## config.mk

```make
export PLATFORM = sky130hd
export DESIGN_NAME = i2c_scl_phase_gen
export DESIGN_NICKNAME = d
export VERILOG_FILES = /design/src/rtl/i2c_sclgen_pkg.sv /design/src/rtl/sclgen_div_shadow.sv /design/src/rtl/sclgen_phase_timer.sv /design/src/rtl/sclgen_seq.sv /design/src/rtl/i2c_scl_phase_gen.sv
export SDC_FILE = /design/constraint.sdc
export NUM_CORES = 1
export LEC_CHECK = 0
export ABC_AREA = 1
export CAP_MARGIN = 20
export CORE_MARGIN = 8
export CORE_UTILIZATION = 55
export CTS_CLUSTER_SIZE = 14
export DETAILED_ROUTE_END_ITERATION = 16
export PLACE_DENSITY = 0.75
export SYNTH_ARGS = -nofsm -noshare
export SYNTH_HDL_FRONTEND = slang
export SYNTH_HIERARCHICAL = 1
export SYNTH_SLANG_ARGS = --single-unit
```

## constraint.sdc

```tcl
create_clock -name clk -period 7.4 [get_ports clk]
set_clock_uncertainty 0.05 [all_clocks]
set_input_delay 0.74 -clock clk [delete_from_list [all_inputs] [get_ports clk]]
set_output_delay 0.74 -clock clk [all_outputs]
set_load 0.02 [all_outputs]
```

## src/rtl/i2c_sclgen_pkg.sv

```systemverilog
package i2c_sclgen_pkg;

  typedef enum logic [1:0] {
    CMD_BIT   = 2'd0,
    CMD_START = 2'd1,
    CMD_STOP  = 2'd2,
    CMD_BIT_B = 2'd3
  } sg_cmd_e;

  typedef enum logic [2:0] {
    ST_IDLE  = 3'd0,
    ST_LOW   = 3'd1,
    ST_HIGH  = 3'd2,
    ST_RSU   = 3'd3,
    ST_PSU   = 3'd4,
    ST_SHOLD = 3'd5,
    ST_PHOLD = 3'd6
  } sg_state_e;

endpackage

```

## src/rtl/sclgen_div_shadow.sv

```systemverilog
module sclgen_div_shadow #(
  parameter int CNT_W = 16
) (
  input  logic               clk,
  input  logic               rst_n,
  input  logic               load,
  input  logic [2*CNT_W-1:0] div_cfg,
  output logic [CNT_W-1:0]   lo_q,
  output logic [CNT_W-1:0]   hi_q
);

  localparam int NFLD = 2;

  logic [NFLD-1:0][CNT_W-1:0] fld;

  for (genvar f = 0; f < NFLD; f++) begin : g_fld
    logic [CNT_W-1:0] q, d;

    always_comb begin
      d = load ? div_cfg[f*CNT_W +: CNT_W] : q;
    end

    always_ff @(posedge clk or negedge rst_n) begin
      if (!rst_n) q <= '0;
      else        q <= d;
    end

    assign fld[f] = q;
  end

  assign lo_q = fld[0];
  assign hi_q = fld[1];

endmodule

```

## src/rtl/sclgen_phase_timer.sv

```systemverilog
module sclgen_phase_timer #(
  parameter int CNT_W     = 16,
  parameter int PRE_SHIFT = 3
) (
  input  logic             clk,
  input  logic             rst_n,
  input  logic             clr,
  input  logic             cnt_en,
  input  logic [CNT_W-1:0] units,
  output logic             mid,
  output logic             last
);

  localparam int TW = CNT_W + PRE_SHIFT + 1;

  logic [TW-1:0] cnt_q, cnt_d, span, half;

  always_comb begin
    span = (TW'(units) + TW'(1)) << PRE_SHIFT;
    half = (TW'(units) + TW'(1)) << (PRE_SHIFT - 1);
  end

  assign last = cnt_en && (cnt_q == span - TW'(1));
  assign mid  = cnt_en && (cnt_q == half - TW'(1));

  always_comb begin
    if (clr)         cnt_d = '0;
    else if (cnt_en) cnt_d = last ? '0 : cnt_q + TW'(1);
    else             cnt_d = cnt_q;
  end

  always_ff @(posedge clk or negedge rst_n) begin
    if (!rst_n) cnt_q <= '0;
    else        cnt_q <= cnt_d;
  end

  AST_CNT_IN_SPAN: assert property (@(posedge clk) disable iff (!rst_n)
    cnt_q < span);

endmodule

```

## src/rtl/sclgen_seq.sv

```systemverilog
module sclgen_seq
  import i2c_sclgen_pkg::*;
(
  input  logic       clk,
  input  logic       rst_n,
  input  logic       run,
  input  logic [1:0] cmd,
  input  logic       scl_in,
  input  logic       mid,
  input  logic       last,
  output logic       clr,
  output logic       cnt_en,
  output logic       div_load,
  output logic       scl_pull,
  output logic       chg_stb,
  output logic       smp_stb,
  output logic       cond_stb,
  output logic       cmd_take,
  output logic       busy
);

  sg_state_e st_q, st_d;
  logic      cond_q, cond_d;

  always_comb begin
    st_d     = st_q;
    cmd_take = 1'b0;
    unique case (st_q)
      ST_IDLE: begin
        if (run && (cmd == CMD_START)) begin
          st_d     = ST_SHOLD;
          cmd_take = 1'b1;
        end
      end
      ST_LOW: begin
        if (last) begin
          cmd_take = 1'b1;
          if (cmd == CMD_START)     st_d = ST_RSU;
          else if (cmd == CMD_STOP) st_d = ST_PSU;
          else                      st_d = ST_HIGH;
        end
      end
      ST_HIGH:  if (last) st_d = ST_LOW;
      ST_RSU:   if (last) st_d = ST_SHOLD;
      ST_PSU:   if (last) st_d = ST_PHOLD;
      ST_SHOLD: if (last) st_d = ST_LOW;
      ST_PHOLD: if (last) st_d = ST_IDLE;
      default:  st_d = ST_IDLE;
    endcase
    if (!run) begin
      st_d     = ST_IDLE;
      cmd_take = 1'b0;
    end
  end

  always_comb begin
    clr      = (st_d != st_q);
    div_load = ((st_d == ST_LOW) && (st_q != ST_LOW)) ||
               ((st_q == ST_IDLE) && (st_d == ST_SHOLD));
    cond_d   = clr && ((st_d == ST_SHOLD) || (st_d == ST_PHOLD));
  end

  always_ff @(posedge clk or negedge rst_n) begin
    if (!rst_n) begin
      st_q   <= ST_IDLE;
      cond_q <= 1'b0;
    end else begin
      st_q   <= st_d;
      cond_q <= cond_d;
    end
  end

  assign busy     = (st_q != ST_IDLE);
  assign scl_pull = (st_q == ST_LOW);
  assign cnt_en   = scl_pull || (busy && scl_in);
  assign chg_stb  = scl_pull && mid;
  assign smp_stb  = (st_q == ST_HIGH) && mid;
  assign cond_stb = cond_q;

  AST_ABORT_RELEASE: assert property (@(posedge clk) disable iff (!rst_n)
    !run |=> (!busy && !scl_pull));

  AST_IDLE_IGNORE: assert property (@(posedge clk) disable iff (!rst_n)
    (!busy && run && (cmd != CMD_START)) |=> !busy);

  AST_COND_RELEASED: assert property (@(posedge clk) disable iff (!rst_n)
    cond_stb |-> (busy && !scl_pull));

endmodule

```

## src/rtl/i2c_scl_phase_gen.sv

```systemverilog
module i2c_scl_phase_gen
  import i2c_sclgen_pkg::*;
#(
  parameter int CNT_W     = 16,
  parameter int PRE_SHIFT = 3
) (
  input  logic               clk,
  input  logic               rst_n,
  input  logic               run,
  input  logic [1:0]         cmd,
  input  logic [2*CNT_W-1:0] div_cfg,
  input  logic               scl_in,
  output logic               scl_pull,
  output logic               chg_stb,
  output logic               smp_stb,
  output logic               cond_stb,
  output logic               cmd_take,
  output logic               busy
);

  logic [CNT_W-1:0] lo_q, hi_q, units;
  logic             div_load, clr, cnt_en, mid, last;

  sclgen_div_shadow #(.CNT_W(CNT_W)) u_shadow (
    .clk     (clk),
    .rst_n   (rst_n),
    .load    (div_load),
    .div_cfg (div_cfg),
    .lo_q    (lo_q),
    .hi_q    (hi_q)
  );

  assign units = scl_pull ? lo_q : hi_q;

  sclgen_phase_timer #(.CNT_W(CNT_W), .PRE_SHIFT(PRE_SHIFT)) u_timer (
    .clk    (clk),
    .rst_n  (rst_n),
    .clr    (clr),
    .cnt_en (cnt_en),
    .units  (units),
    .mid    (mid),
    .last   (last)
  );

  sclgen_seq u_seq (
    .clk      (clk),
    .rst_n    (rst_n),
    .run      (run),
    .cmd      (cmd),
    .scl_in   (scl_in),
    .mid      (mid),
    .last     (last),
    .clr      (clr),
    .cnt_en   (cnt_en),
    .div_load (div_load),
    .scl_pull (scl_pull),
    .chg_stb  (chg_stb),
    .smp_stb  (smp_stb),
    .cond_stb (cond_stb),
    .cmd_take (cmd_take),
    .busy     (busy)
  );

  AST_LOW_DIV_HELD: assert property (@(posedge clk) disable iff (!rst_n)
    (scl_pull && $past(scl_pull)) |-> (lo_q == $past(lo_q)));

  AST_STRETCH_HOLD: assert property (@(posedge clk) disable iff (!rst_n)
    (run && busy && !scl_pull && !scl_in) |=> (busy && !scl_pull));

  AST_CHG_IN_LOW: assert property (@(posedge clk) disable iff (!rst_n)
    chg_stb |-> (scl_pull && !smp_stb));

  AST_SMP_WHEN_HIGH: assert property (@(posedge clk) disable iff (!rst_n)
    smp_stb |-> (scl_in && !scl_pull));

endmodule

```

* Yosys cells after proc, flatten, opt, wreduce, memory -nomap -nowiden
Index checks and enable logic that the tools add are counted.
Widths: inputs -> output; s select.
** Cells by class
- Add/subtract/negate cells :: 4
- Multiplexer cells :: 18
- Equality and inequality tests :: 15
- Reduce and logical (&&, ||, !) cells :: 16
** Operators by type and width (count)
- $mux 20 :: 3
- $eq 20x20->1 :: 2
- $sub 20x1->20 const B :: 2
- $mux 3 :: 9
- $add 20x1->20 const B :: 1
- $pmux 3 s6 :: 1
- $add 16x1->17 const B :: 1
- $mux 16 :: 1
- $eq 3x3->1 const B :: 5
- $logic_and 1x1->1 :: 9
- $eq 3x1->1 const B :: 2
- $eq 3x2->1 const B :: 2
- $logic_not 3->1 :: 1
- $logic_or 1x1->1 :: 3
- $mux 1 :: 3
- $ne 3x1->1 const B :: 1
- $ne 3x3->1 :: 1
- $reduce_bool 3->1 :: 1
- $eq 2x1->1 const B :: 1
- $eq 2x2->1 const B :: 1
- $pmux 1 s2 :: 1
- $reduce_bool 2->1 :: 1
- $reduce_or 2->1 :: 1
** Storage, ports and cells
- Register bits after elaboration :: 56
- Word-level logic and storage cells :: 58
- Output and inout bits :: 6

* Longest topological paths before layout
- Word-level depth :: 12
- Gate-level depth with buffers :: 40
- Mapped depth without buffers :: 37

* By module
Netlist, hierarchy kept.
** Modules (own cells, without submodules)
- sclgen_phase_timer :: area an instance 3011.6 um2, times used 1, seq. area each 500.5 um2, cells each 561
- sclgen_div_shadow :: area an instance 1292.5 um2, times used 1, seq. area each 800.8 um2, cells each 136
- sclgen_seq :: area an instance 500.5 um2, times used 1, seq. area each 100.1 um2, cells each 81
- i2c_scl_phase_gen :: area an instance 244.0 um2, times used 1, seq. area each 0.0 um2, cells each 52

* Worst setup path before layout
No wires, ideal clock.
- Kind :: reg-to-reg
- Start point :: reg u_seq.st_q[2]
- End point :: reg u_timer.cnt_q[9]
- Library setup time :: 65 ps
- Stages on the path, launching flop included :: 36
- Path buffers :: 3
- Clock period less this slack :: 5298 ps
- Arrival time :: 5183 ps
- Slack :: 2102 ps
- Cells stage by stage :: dfrtp_1 -> buf_6 -> inv_4 -> nand2_2 -> nor2_1 -> buf_6 -> inv_6 -> nand2_1 -> nand2_1 -> ha_1 -> nor2_1 -> nand2_1 -> nor2_2 -> nand2_2 -> nor2_1 -> nand2_1 -> o21bai_1 -> nand3_1 -> nand2_1 -> and3b_1 -> nand3_1 -> nor2_1 -> inv_1 -> nand3_1 -> nor2_1 -> nor2_2 -> nand2_2 -> nand3_1 -> nand2_1 -> nor2_2 -> inv_1 -> or2_2 -> dlygate4sd3_1 -> a211oi_1 -> nand2_1 -> nand2_1
** Between the ends
- Word-level cells in the longest chain between the ends :: 11
- Elaborated cells between the ends (all ways) :: 29
- Classes of those cells :: 2 x add/sub; 8 x eq/ne; 12 x mux; 7 x reduce/logical
** RTL lines
- start: declaration :: line sclgen_seq.sv:22 : sg_state_e st_q, st_d;
- start signal: assignment :: line sclgen_seq.sv:68 : st_q <= st_d;
- $eq 3x1->1 * :: line sclgen_seq.sv:74 : assign scl_pull = (st_q == ST_LOW);
- net scl_pull :: line i2c_scl_phase_gen.sv:13 : output logic scl_pull,
- $mux 16 * :: line i2c_scl_phase_gen.sv:33 : assign units = scl_pull ? lo_q : hi_q;
- net units[1] :: line i2c_scl_phase_gen.sv:21 : logic [CNT_W-1:0] lo_q, hi_q, units;
- $add 16x1->17 * :: line sclgen_phase_timer.sv:19 : span = (TW'(units) + TW'(1)) << PRE_SHIFT;
- $sub 20x1->20 * :: line sclgen_phase_timer.sv:23 : assign last = cnt_en && (cnt_q == span - TW'(1));
- $eq 20x20->1 * :: line sclgen_phase_timer.sv:23
- $logic_and 1x1->1 * :: line sclgen_phase_timer.sv:23
- net last :: line i2c_scl_phase_gen.sv:22 : logic div_load, clr, cnt_en, mid, last;
- $mux 3, on equally long branches
- $pmux 3 s6 * :: line sclgen_seq.sv:28 : unique case (st_q)
- $mux 3 * :: line sclgen_seq.sv:50 : if (!run) begin
- $ne 3x3->1 * :: line sclgen_seq.sv:57 : clr = (st_d != st_q);
- net clr :: line i2c_scl_phase_gen.sv:22
- $mux 20 / $reduce_bool 2->1 (equally long branches)
- end signal: assignment :: line sclgen_phase_timer.sv:34 : else cnt_q <= cnt_d;
- end: declaration :: line sclgen_phase_timer.sv:16 : logic [TW-1:0] cnt_q, cnt_d, span, half;
The timed path passes the listed nets; every way through them passes the cells marked *. The select of a mux whose other input is x is not followed.
A chain may end at the register's enable or synchronous reset.

* Worst setup path in the final report
- Start point :: reg u_seq.st_q[1]
- End point :: out cmd_take
** Between the ends
- Word-level cells in the longest chain between the ends :: 9
- Elaborated cells between the ends (all ways) :: 13
- Classes of those cells :: 2 x add/sub; 2 x eq/ne; 4 x mux; 5 x reduce/logical
** RTL lines
- $eq 3x1->1 :: line sclgen_seq.sv:74
- $mux 16 :: line i2c_scl_phase_gen.sv:33
- net units[0] :: line i2c_scl_phase_gen.sv:21
- $add 16x1->17 :: line sclgen_phase_timer.sv:19
- $sub 20x1->20 :: line sclgen_phase_timer.sv:23
- $eq 20x20->1 :: line sclgen_phase_timer.sv:23
- $logic_and 1x1->1 :: line sclgen_phase_timer.sv:23
- net last :: line i2c_scl_phase_gen.sv:22
- $mux 1 :: line sclgen_seq.sv:36 : if (last) begin
- $pmux 1 s2 :: line sclgen_seq.sv:28
- $mux 1 :: line sclgen_seq.sv:50
- end: declaration :: line i2c_scl_phase_gen.sv:17 : output logic cmd_take,
The timed path passes the listed nets, and every way through them passes these cells.

==> flow_metrics.py <==
metrics = {
    "setup_path": {
        "critPathLaunchType": "register",
        "crit_path_frequent_cell": "nand2_1",
        "slowest_delay_ns": 0.63,
        "end_kind": "primary output",
        "cp_data_required_time_ns": 6.61,
        "arrival_ns": 5.16,
        "crit_slowest_cell": "clkdlybuf4s50_1",
        "cp_max_fo": 20,
        "crit_path_cell_trace": "inv_2 > nand2_2 > nor2_1 > buf_4 > inv_6 > nand2_1 > nand2_1 > ha_1 > nor2_1 > nand2_1 > nor2_2 > nand2_2 > nor2_1 > nand2_1 > o21bai_1 > nand3_1 > nand2_1 > and3b_1 > nand3_1 > nor2_1 > nand3_2 > o21ai_0 > clkdlybuf4s50_1",
        "crit_family": "simple AND/OR/NAND/NOR gates",
        "critPathKind": "register to primary output",
        "path_buf_inv": 4,
    },
    "synthesis": {
        "syn_nets": 870,
        "syn_area_sq_um": 5050,
        "yosysSeqAreaShare_pct": 27.8,
        "synthCells": 830,
        "yosysWarningCount": 6,
        "yosysUniqueCellTypes": 39,
        "yosys_most_used_dff": "dfrtp_1",
        "async_flop_share_pct": 100,
        "synth_largest_type_area_fraction_pct": 27.8,
        "synth_top_area_cell": "dfrtp_1",
        "synth.most_common_cell": "nand2_1",
        "synth-seq-cells": 56,
        "synthTopCellsByArea": "dfrtp_1 (28%), nand2_1 (27%), nand3_1 (7.6%)",
        "synth_edf_count": 0,
        "synth_common_cells": "nand2_1 (368), nor2_1 (78), nand3_1 (77), inv_1 (72), dfrtp_1 (56)",
        "synth.avg_cell_area_sq_um": 6.08,
    },
    "clocking": {
        "cts_tree": "yes",
        "cts_max_level": 2,
        "clock-root-buffer": "clkbuf_8",
        "clock_path_buffers": 2,
        "clkTransAtPathRegs_ns": 0.11,
        "postCtsSetupBuffers": 0,
        "numCtsBuffers": 5,
        "post_cts_resized": 0,
        "postCtsHoldBufs": 0,
        "clk_latency_ns": 0.32,
        "numClockSinks": 56,
    },
    "timing": {
        "post-route-period-util_pct": 80.4,
        "setup_tns_ns": 0,
        "maxSlewHeadroom_pct": 44.3,
        "holdWs_ns": 0.431,
        "hold_viol": 0,
        "fmax_mhz": 168,
        "tightest_slew_ns": 0.831,
        "slew_violations": 0,
        "setup_viol": 0,
        "fin_crit_ns": 5.95,
        "rsz0062_at_grt": "no",
    },
    "global_route": {
        "gr-usage-all-layers_pct": 21.5,
        "grt_max_degree": 57,
        "grt_pass1_wl_um": 22600,
        "grt_pass1_vias": 4981,
        "antenna_found_initial": 0,
        "overflow": 0,
    },
    "finish": {
        "fin_cells": 973,
        "fin_nets": 901,
        "syn_to_final_growth_pct": 9.07,
        "drive_gt1_share_pct": 11.0,
        "diodes": 0,
        "final.fill_count": 919,
    },
    "routing": {
        "detail_route.wl_per_cell_um": 13.3,
        "highest_layer": "met4",
        "dr_wl_met3_um": 811,
        "vias": 5224,
        "first_iter_violations": 452,
        "met2_length_um": 6090,
        "dr.pass1.iters": 5,
        "wl_met1_um": 5800,
        "wirelength_um": 13000,
        "routed_via_density": 5.37,
        "drc": 0,
        "ant_nets": 0,
    },
    "min_path": {
        "min_path_type": "register to register",
    },
    "job": {
        "maxCapViolCount": 0,
    },
    "floorplanning": {
        "pin_count": 44,
        "die_x_um": 112,
        "core_sq_um": 9060,
        "start_util_pct": 55.7,
        "num_rows": 35,
        "dieHeight_um": 112,
        "dieArea_sq_um": 12500,
    },
    "power": {
        "leakage_nw": 2.76,
        "pwr_density_cell_nw_per_um2": 204,
        "ir_worst_vdd_uv": 149,
    },
    "place": {
        "gp_congestion": 0.918,
        "dp_cells": 965,
        "hpwl_um": 10300,
        "io_buffers": 43,
    },
    "outcome": {
        "status": "completed",
    },
}
[power breakdown]
part | leakage, nW | internal, mW | total [mW] | switching [mW]
clock network | 0.0600 | 0.103 | 0.213 | 0.110
registers | 0.735 | 0.360 | 0.400 | 0.0398
logic | 1.97 | 0.167 | 0.513 | 0.346
total | 2.76 | 0.629 | 1.13 | 0.496
[routing by layer]
metal / up-vias / track usage [%]
li1: 2655 / -
met1: 2398 / 27.5
met2: 147 / 36.4
met3: 24 / 3.08
met4: 0 / 6.75
met5: - / 0
[worst min-delay path: stages, from the launching register on]
cell and delay [ns]:
dfrtp_1 0.36, nand2_1 0.05, nand2_1 0.04
[worst paths after layout]
| check | slack, ns | end | startpoint | cells past startpoint |
|---|---|---|---|---|
| max in group asynchronous | 6.33 | u_timer/cnt_q[19]$_DFFE_PN0P_ | rst_n | 2 |
| max reg2reg | 1.55 | u_shadow/lo_q[14]$_DFFE_PN0P_ | u_seq/st_q[1]$_DFF_PN0_ | 31 |
| max | 1.45 | cmd_take | u_seq/st_q[1]$_DFF_PN0_ | 23 |
| min reg2reg | 0.43 | u_shadow/hi_q[0]$_DFFE_PN0P_ | u_shadow/hi_q[0]$_DFFE_PN0P_ | 2 |
| min | 0.43 | u_shadow/hi_q[0]$_DFFE_PN0P_ | u_shadow/hi_q[0]$_DFFE_PN0P_ | 2 |
| min in group asynchronous | 0.51 | u_shadow/lo_q[15]$_DFFE_PN0P_ | rst_n | 2 |
[metrics by stage]
step | power, mW | setup WS [ns] | util [%] | cell area [sq um]
finish | 1.13 | 1.45 | 60.7 | 5510
detailed placement | 0.914 | 1.62 | 59.5 | 5390
CTS | 1.13 | 1.46 | 60.7 | 5510
global route | 1.22 | 0.942 | 60.7 | 5510
global placement | 0.905 | 1.66 | 59.5 | 5390
floorplan | 0.803 | 2.10 | - | 5050
[sequential cells by signal, indices dropped and copies added (netlist names)]
signal / cells
u_timer/cnt_q: 20
u_shadow/lo_q: 16
u_seq/cond_stb: 1
u_shadow/hi_q: 16
u_seq/st_q: 3
[layout make-up]
| class | count | area (sq um) | share of cell area [%] |
|---|---|---|---|
| Timing Repair Buffer | 47 | 455 | 8.27 |
| Multi-Input combinational cell | 670 | 3080 | 55.9 |
| Inverter | 81 | 319 | 5.79 |
| Clock buffer | 5 | 68.8 | 1.25 |
| Clock inverter | 3 | 46.3 | 0.841 |
| Sequential cell | 56 | 1400 | 25.4 |
| Tap cell | 111 | 139 | 2.52 |
[cells by family after synthesis]
kind of cell	count (synthesis)	synth area share [%]
buf+inv	104	11.4
compound gates	36	3.97
flops	56	27.8
simple gates	625	55.2
xor+xnor	7	1.21
fa+ha+maj	2	0.496
[layout by cell type, fill, tap and decap left out, types with 2 or more instances in the layout]
cell type / n
inv_1: 72
o21ai_1: 3
nor3_1: 6
nor2_1: 78
o21ai_0: 16
nand3_1: 77
xor2_1: 6
clkdlybuf4s50_1: 42
inv_2: 6
nand2_4: 2
ha_1: 2
nor2_2: 12
nor2_8: 2
dfrtp_1: 56
clkbuf_8: 5
or2_2: 4
nor2_4: 7
nor4_1: 2
inv_8: 2
a21oi_1: 11
nand2_1: 368
a211oi_1: 2
nand3_2: 5
buf_4: 4
nand2_2: 39
nand4_1: 19
(Power assumes the default switching activity.)
